## src/rtl/eectl_pkg.sv

```systemverilog
package eectl_pkg;
    localparam int DATA_W = 8;
    localparam int BUS_AW = 2;

    localparam logic [BUS_AW-1:0] OFF_ADDR = 2'd0;
    localparam logic [BUS_AW-1:0] OFF_DATA = 2'd1;
    localparam logic [BUS_AW-1:0] OFF_CTRL = 2'd2;

    localparam int BIT_WEN   = 3;
    localparam int BIT_WTRIG = 2;
    localparam int BIT_REN   = 1;
    localparam int BIT_RTRIG = 0;

    typedef enum logic [1:0] {
        OP_IDLE  = 2'd0,
        OP_WRITE = 2'd1,
        OP_READ  = 2'd2
    } op_state_e;
endpackage

```

## src/rtl/eectl_array.sv

```systemverilog
module eectl_array #(
    parameter int DEPTH = 64,
    parameter int DW    = 8,
    localparam int AW   = $clog2(DEPTH)
) (
    input  logic          clk,
    input  logic          rst_n,
    input  logic          commit,
    input  logic [AW-1:0] commit_addr,
    input  logic [DW-1:0] commit_data,
    input  logic [AW-1:0] fetch_addr,
    output logic [DW-1:0] fetch_data
);
    logic [DW-1:0] cell_q [DEPTH];
    logic [DW-1:0] cell_d [DEPTH];

    always_comb begin
        for (int i = 0; i < DEPTH; i++) begin
            cell_d[i] = cell_q[i];
        end
        if (commit) begin
            cell_d[commit_addr] = commit_data;
        end
    end

    always_ff @(posedge clk or negedge rst_n) begin
        if (!rst_n) begin
            for (int i = 0; i < DEPTH; i++) begin
                cell_q[i] <= '0;
            end
        end else begin
            for (int i = 0; i < DEPTH; i++) begin
                cell_q[i] <= cell_d[i];
            end
        end
    end

    assign fetch_data = cell_q[fetch_addr];
endmodule

```

## src/rtl/eectl_seq.sv

```systemverilog
module eectl_seq
    import eectl_pkg::*;
#(
    parameter int WR_CYCLES = 16,
    parameter int RD_CYCLES = 4,
    parameter int AW        = 6,
    parameter int DW        = 8,
    localparam int MAXC     = (WR_CYCLES > RD_CYCLES) ? WR_CYCLES : RD_CYCLES,
    localparam int CW       = $clog2(MAXC + 1)
) (
    input  logic          clk,
    input  logic          rst_n,
    input  logic          start_wr,
    input  logic          start_rd,
    input  logic [AW-1:0] addr_in,
    input  logic [DW-1:0] data_in,
    output logic          busy,
    output logic          wr_done,
    output logic          rd_done,
    output logic [AW-1:0] op_addr,
    output logic [DW-1:0] op_data
);
    typedef struct packed {
        op_state_e     st;
        logic [CW-1:0] cnt;
        logic [AW-1:0] addr;
        logic [DW-1:0] data;
    } seq_t;

    seq_t seq_q, seq_d;
    logic last;

    always_comb begin
        seq_d   = seq_q;
        last    = (seq_q.cnt == '0);
        wr_done = (seq_q.st == OP_WRITE) && last;
        rd_done = (seq_q.st == OP_READ) && last;
        case (seq_q.st)
            OP_IDLE: begin
                if (start_wr) begin
                    seq_d.st   = OP_WRITE;
                    seq_d.cnt  = CW'(WR_CYCLES - 1);
                    seq_d.addr = addr_in;
                    seq_d.data = data_in;
                end else if (start_rd) begin
                    seq_d.st   = OP_READ;
                    seq_d.cnt  = CW'(RD_CYCLES - 1);
                    seq_d.addr = addr_in;
                end
            end
            default: begin
                if (last) begin
                    seq_d.st = OP_IDLE;
                end else begin
                    seq_d.cnt = seq_q.cnt - 1'b1;
                end
            end
        endcase
    end

    always_ff @(posedge clk or negedge rst_n) begin
        if (!rst_n) begin
            seq_q <= '{st: OP_IDLE, cnt: '0, addr: '0, data: '0};
        end else begin
            seq_q <= seq_d;
        end
    end

    assign busy    = (seq_q.st != OP_IDLE);
    assign op_addr = seq_q.addr;
    assign op_data = seq_q.data;

    // the two starts are never requested together
    p_single_start_r6: assert property (@(posedge clk) disable iff (!rst_n)
        !(start_wr && start_rd));

    // no start is accepted while an operation runs
    p_no_start_busy_r9: assert property (@(posedge clk) disable iff (!rst_n)
        busy |-> !(start_wr || start_rd));

    // a finished write returns to idle
    p_wr_ends_r7: assert property (@(posedge clk) disable iff (!rst_n)
        wr_done |=> !busy);

    // a finished read returns to idle
    p_rd_ends_r8: assert property (@(posedge clk) disable iff (!rst_n)
        rd_done |=> !busy);

    // captured operands stay fixed while busy
    p_hold_operands_r9: assert property (@(posedge clk) disable iff (!rst_n)
        (busy && $past(busy)) |-> ($stable(op_addr) && $stable(op_data)));
endmodule

```

## src/rtl/eeprom_access_ctrl.sv

```systemverilog
module eeprom_access_ctrl
    import eectl_pkg::*;
#(
    parameter int DEPTH     = 64,
    parameter int WR_CYCLES = 16,
    parameter int RD_CYCLES = 4,
    localparam int AW       = $clog2(DEPTH),
    localparam int DW       = DATA_W
) (
    input  logic              clk,
    input  logic              rst_n,
    input  logic [BUS_AW-1:0] bus_addr,
    input  logic              bus_we,
    input  logic [DW-1:0]     bus_wdata,
    output logic [DW-1:0]     bus_rdata
);
    typedef struct packed {
        logic [AW-1:0] addr;
        logic [DW-1:0] data;
        logic          wen;
        logic          wtrig;
        logic          ren;
        logic          rtrig;
    } regs_t;

    regs_t r_q, r_d;
    logic start_wr, start_rd;
    logic busy, wr_done, rd_done;
    logic [AW-1:0] op_addr;
    logic [DW-1:0] op_data, fetch_data;

    always_comb begin
        r_d      = r_q;
        start_wr = 1'b0;
        start_rd = 1'b0;
        if (bus_we) begin
            case (bus_addr)
                OFF_ADDR: r_d.addr = bus_wdata[AW-1:0];
                OFF_DATA: r_d.data = bus_wdata;
                OFF_CTRL: begin
                    r_d.wen = bus_wdata[BIT_WEN];
                    r_d.ren = bus_wdata[BIT_REN];
                    if (!busy) begin
                        start_wr = bus_wdata[BIT_WTRIG] && r_q.wen && !bus_wdata[BIT_RTRIG];
                        start_rd = bus_wdata[BIT_RTRIG] && r_q.ren && !bus_wdata[BIT_WTRIG];
                        r_d.wtrig = start_wr;
                        r_d.rtrig = start_rd;
                    end
                end
                default: ;
            endcase
        end
        if (rd_done) begin
            r_d.data  = fetch_data;
            r_d.rtrig = 1'b0;
        end
        if (wr_done) begin
            r_d.wtrig = 1'b0;
        end
    end

    always_ff @(posedge clk or negedge rst_n) begin
        if (!rst_n) begin
            r_q <= '0;
        end else begin
            r_q <= r_d;
        end
    end

    always_comb begin
        case (bus_addr)
            OFF_ADDR: bus_rdata = DW'(r_q.addr);
            OFF_DATA: bus_rdata = r_q.data;
            OFF_CTRL: bus_rdata = DW'({r_q.wen, r_q.wtrig, r_q.ren, r_q.rtrig});
            default:  bus_rdata = '0;
        endcase
    end

    eectl_seq #(
        .WR_CYCLES(WR_CYCLES),
        .RD_CYCLES(RD_CYCLES),
        .AW(AW),
        .DW(DW)
    ) u_seq (
        .clk(clk),
        .rst_n(rst_n),
        .start_wr(start_wr),
        .start_rd(start_rd),
        .addr_in(r_q.addr),
        .data_in(r_q.data),
        .busy(busy),
        .wr_done(wr_done),
        .rd_done(rd_done),
        .op_addr(op_addr),
        .op_data(op_data)
    );

    eectl_array #(
        .DEPTH(DEPTH),
        .DW(DW)
    ) u_array (
        .clk(clk),
        .rst_n(rst_n),
        .commit(wr_done),
        .commit_addr(op_addr),
        .commit_data(op_data),
        .fetch_addr(op_addr),
        .fetch_data(fetch_data)
    );

    // the write trigger rises only when the enable was already set
    p_wtrig_needs_en_r4: assert property (@(posedge clk) disable iff (!rst_n)
        $rose(r_q.wtrig) |-> $past(r_q.wen));

    // the read trigger rises only when the enable was already set
    p_rtrig_needs_en_r5: assert property (@(posedge clk) disable iff (!rst_n)
        $rose(r_q.rtrig) |-> $past(r_q.ren));

    // the two trigger bits are never 1 together
    p_trig_exclusive_r6: assert property (@(posedge clk) disable iff (!rst_n)
        !(r_q.wtrig && r_q.rtrig));

    // the write trigger falls only when a write completes
    p_wtrig_fall_r7: assert property (@(posedge clk) disable iff (!rst_n)
        $fell(r_q.wtrig) |-> $past(wr_done));

    // the read trigger falls only when a read completes
    p_rtrig_fall_r8: assert property (@(posedge clk) disable iff (!rst_n)
        $fell(r_q.rtrig) |-> $past(rd_done));

    // a set trigger bit means an operation is in flight
    p_trig_busy_r9: assert property (@(posedge clk) disable iff (!rst_n)
        (r_q.wtrig || r_q.rtrig) |-> busy);
endmodule

```

## config.mk

```make
export PLATFORM = sky130hd
export DESIGN_NAME = eeprom_access_ctrl
export DESIGN_NICKNAME = d
export VERILOG_FILES = /design/src/rtl/eectl_pkg.sv /design/src/rtl/eectl_array.sv /design/src/rtl/eectl_seq.sv /design/src/rtl/eeprom_access_ctrl.sv
export SDC_FILE = /design/constraint.sdc
export NUM_CORES = 1
export LEC_CHECK = 0
export BUFFER_PORTS_ARGS = -buffer_cell sky130_fd_sc_hd__buf_2
export CAP_MARGIN = 10
export CORE_MARGIN = 5
export CORE_UTILIZATION = 55
export CTS_CLUSTER_DIAMETER = 50
export DETAILED_ROUTE_END_ITERATION = 8
export GPL_TIMING_DRIVEN = 1
export PLACE_DENSITY = 0.72
export SYNTH_ARGS = -nofsm -noshare
export SYNTH_HDL_FRONTEND = slang
export SYNTH_SLANG_ARGS = --single-unit
export TNS_END_PERCENT = 1
```

## constraint.sdc

```tcl
create_clock -name clk -period 5.6 [get_ports clk]
set_input_delay 0.56 -clock clk [delete_from_list [all_inputs] [get_ports clk]]
set_output_delay 0.56 -clock clk [all_outputs]
set_load 0.03 [all_outputs]
```

==> impl_metrics.tcl <==
set metrics [dict create \
    hold_buffers 1 \
    ctsRootBufferMaster "clkbuf_16" \
    drv_slew 0 \
    fin_util_pct 61.43 \
    drive_above_1_share_pct 45.64 \
    maxCapViolations 0 \
    viasPerCell 6.544 \
    rsz0062_at_grt "false" \
    rows 78 \
    powerDensity_nw_per_um2 379.5 \
    power_frac_clock_pct 35.5 \
    placedInstanceArea_um2 26060 \
    dr.pass1.iters 5 \
    drc_errors 0 \
    r2r_cells 5 \
    numCtsBuffers 56 \
    comb_power_share_pct 22.4 \
    finalCriticalPeriod_ps 3412 \
    clk_path_buf_depth 3 \
    via_count 15930 \
    fillers 3511 \
    p_sw_mw 3.612 \
    finalWorstSetupSlack_ps 2188 \
    synth_edf_count 0 \
    stdcell_area_um2 27940 \
    netSwitchingFraction_pct 34.07 \
    io_pins 21 \
    drtIter0Drc 1387 \
    grt_pass1_wl_mm 104.5 \
    io_buffers 20 \
    synth_warnings 0 \
    crit_path_end_kind "flop" \
    fp.dieH_um 224.6 \
    slew_headroom_pct 17.06 \
    multi_input_area_um2 11040 \
    syn_avg_cell_area_um2 14.10 \
    status "finished, final reports clean" \
    ys_types 55 \
    power.leakage_nw 13.54 \
    startpoint_type "flop" \
    final.setup_skew_ps 18.89 \
    synth_fp_nets 1811 \
    start_util_pct 55.71 \
    holdPathStages 2 \
    cts_resized 0 \
    gp_congestion 0.8929 \
    intPower_mw 6.990 \
    ys_seq_elements 551 \
    tightest_slew_ps 1244 \
    layout_commonest_cell "mux2_2" \
    dp_hpwl_mm 42.31 \
    grt_max_degree 144 \
    final_cell_mix "mux2_2 (548), dfrtp_1 (540), mux2i_1 (80)" \
    cts_tree "built" \
    slowest_delay_ps 1010 \
    regArea_um2 13810 \
    slowest_stage "dfrtp_4" \
    wl_per_cell_um 27.74 \
    arrival_ps 3890 \
    finalSetupViolations 0 \
    insertion_delay_ps 610 \
    seqPwrFrac_pct 42.2 \
    first_global_vias 16730 \
    cts.sink_count 551 \
    h-tree-depth 2 \
    coreArea_um2 45480 \
    crit_type "flop to flop" \
    final_nets 1805 \
    die_w_um 224.6 \
    post-place-ws_ps 2099 \
    syn-instance-count 1797 \
    antenna_found_initial 0 \
    yosys_most_used_dff "dfrtp_1" \
    max_clock_freq_mhz 293.1 \
    wl_mm 67.52 \
    tns_ps 0 \
    antenna_cells 0 \
    peakVddDrop_mv 0.5821 \
    path_clk_slew_ps 60 \
    power.total_mw 10.60 \
    critPathBufInv 2 \
    syn-cell-area_um2 25340 \
    critPathRequiredTime_ps 6080 \
    grt_remaining_overflow 0 \
    drtAntennaViolNets 0 \
    path_cells "clkinv_1 > buf_4 > nor2_1 > nand2_2 > mux2_2" \
    grt_usage_pct 26.92 \
    ys_async_sr_fraction_pct 100.0 \
    seq_area_frac_synth_pct 54.42 \
    dieArea_um2 50460 \
    hp-class "primary input to flop" \
    cp_top_family "simple AND/OR/NAND/NOR gates" \
    cts_setup_buffers 0 \
    finalCritPeriodShare_pct 60.93 \
    worst-path-stages 5 \
    critPathMaxFanout 49 \
    syn2layout_area_growth_pct 10.26 \
    hold_viol_final 0 \
]
==> per-stage QoR <==
stage	hold WS [ps]	cells
final	216.7	2434
after global routing	225.7	2434
after CTS	187.2	2431
after detailed placement	487.0	2329
after global placement	480.5	2329
after floorplan	264.4	1797
==> final cells by class <==
type | instances | area share (%)
clock buffers | 91 | 6.243
clock inverters | 10 | 0.3672
inverters | 9 | 0.1209
multi-input cells | 1115 | 39.51
flip-flops and latches | 551 | 49.42
well taps | 600 | 2.687
repair buffers | 58 | 1.653
==> state kept, by name (all words and copies together), names as in the netlist <==
register        flops
r_q                18
u_seq.op_data       8
u_seq.op_addr       6
u_array.cell_q    512
u_seq.seq_q         7
==> power by group through the flow <==
| stage | Clock [mW] | Sequential, mW | Combinational, mW |
|---|---|---|---|
| finish | 3.76 | 4.47 | 2.37 |
| global route | 3.96 | 4.49 | 2.46 |
| global placement | 0 | 4.53 | 2.30 |
| CTS | 3.80 | 4.47 | 2.32 |
| floorplan | 0 | 4.21 | 1.64 |
| detailed placement | 0 | 4.54 | 2.31 |
==> cell usage after synthesis (7+ instances only) <==
master	count	area (um2)
a211oi_1	8	60.06
mux2i_1	80	800.8
nor3_1	7	35.03
a221oi_1	37	324.1
nand3_1	11	55.05
dfrtp_1	551	13790
a22oi_1	29	217.7
mux2_2	548	6171
o21ai_0	36	180.2
mux4_2	61	1374
nor2_1	44	165.2
buf_1	9	33.78
nand2_2	47	294.0
clkbuf_1	85	319.1
a22o_1	8	70.07
o22ai_1	19	118.9
nor2_2	9	56.30
buf_2	26	130.1
a21oi_1	32	160.2
nor2b_1	8	50.05
nand2_1	51	191.4
==> logic make-up after synthesis <==
kind of cell             count (synthesis)  synth area share, %
flip-flops                             551                54.42
adder cells (fa/ha/maj)                  1              0.04937
buffers and inverters                  131                2.099
AND/OR/NAND/NOR                        217                4.731
AO/OA/AOI/OAI                          208                5.768
multiplexers                           689                32.94
==> per-layer routing <==
| layer | part of all wire [%] | wire [um] | GRT usage [%] |
|---|---|---|---|
| met1 | 44 | 29400 | 38.26 |
| met2 | 46 | 31310 | 42.31 |
| met3 | 6.8 | 4603 | 5.181 |
| met4 | 3.3 | 2201 | 8.957 |
| met5 | 0 | 0 | 0 |
==> path summary, 6_finish.rpt <==
check | from | end | slack [ps]
worst max-delay path | u_seq.op_addr[2] | u_array.cell_q[21] | 2190
worst min-delay path | bus_wdata[5] | r_q[17] | 220
worst max register to register | u_seq.op_addr[2] | u_array.cell_q[21] | 2190
worst min register to register | u_array.cell_q[27] | u_array.cell_q[27] | 500
max in group asynchronous | rst_n | u_seq.op_data[4] | 3710
min in group asynchronous | rst_n | u_array.cell_q[360] | 550
Power figures use the tool's default switching activity.
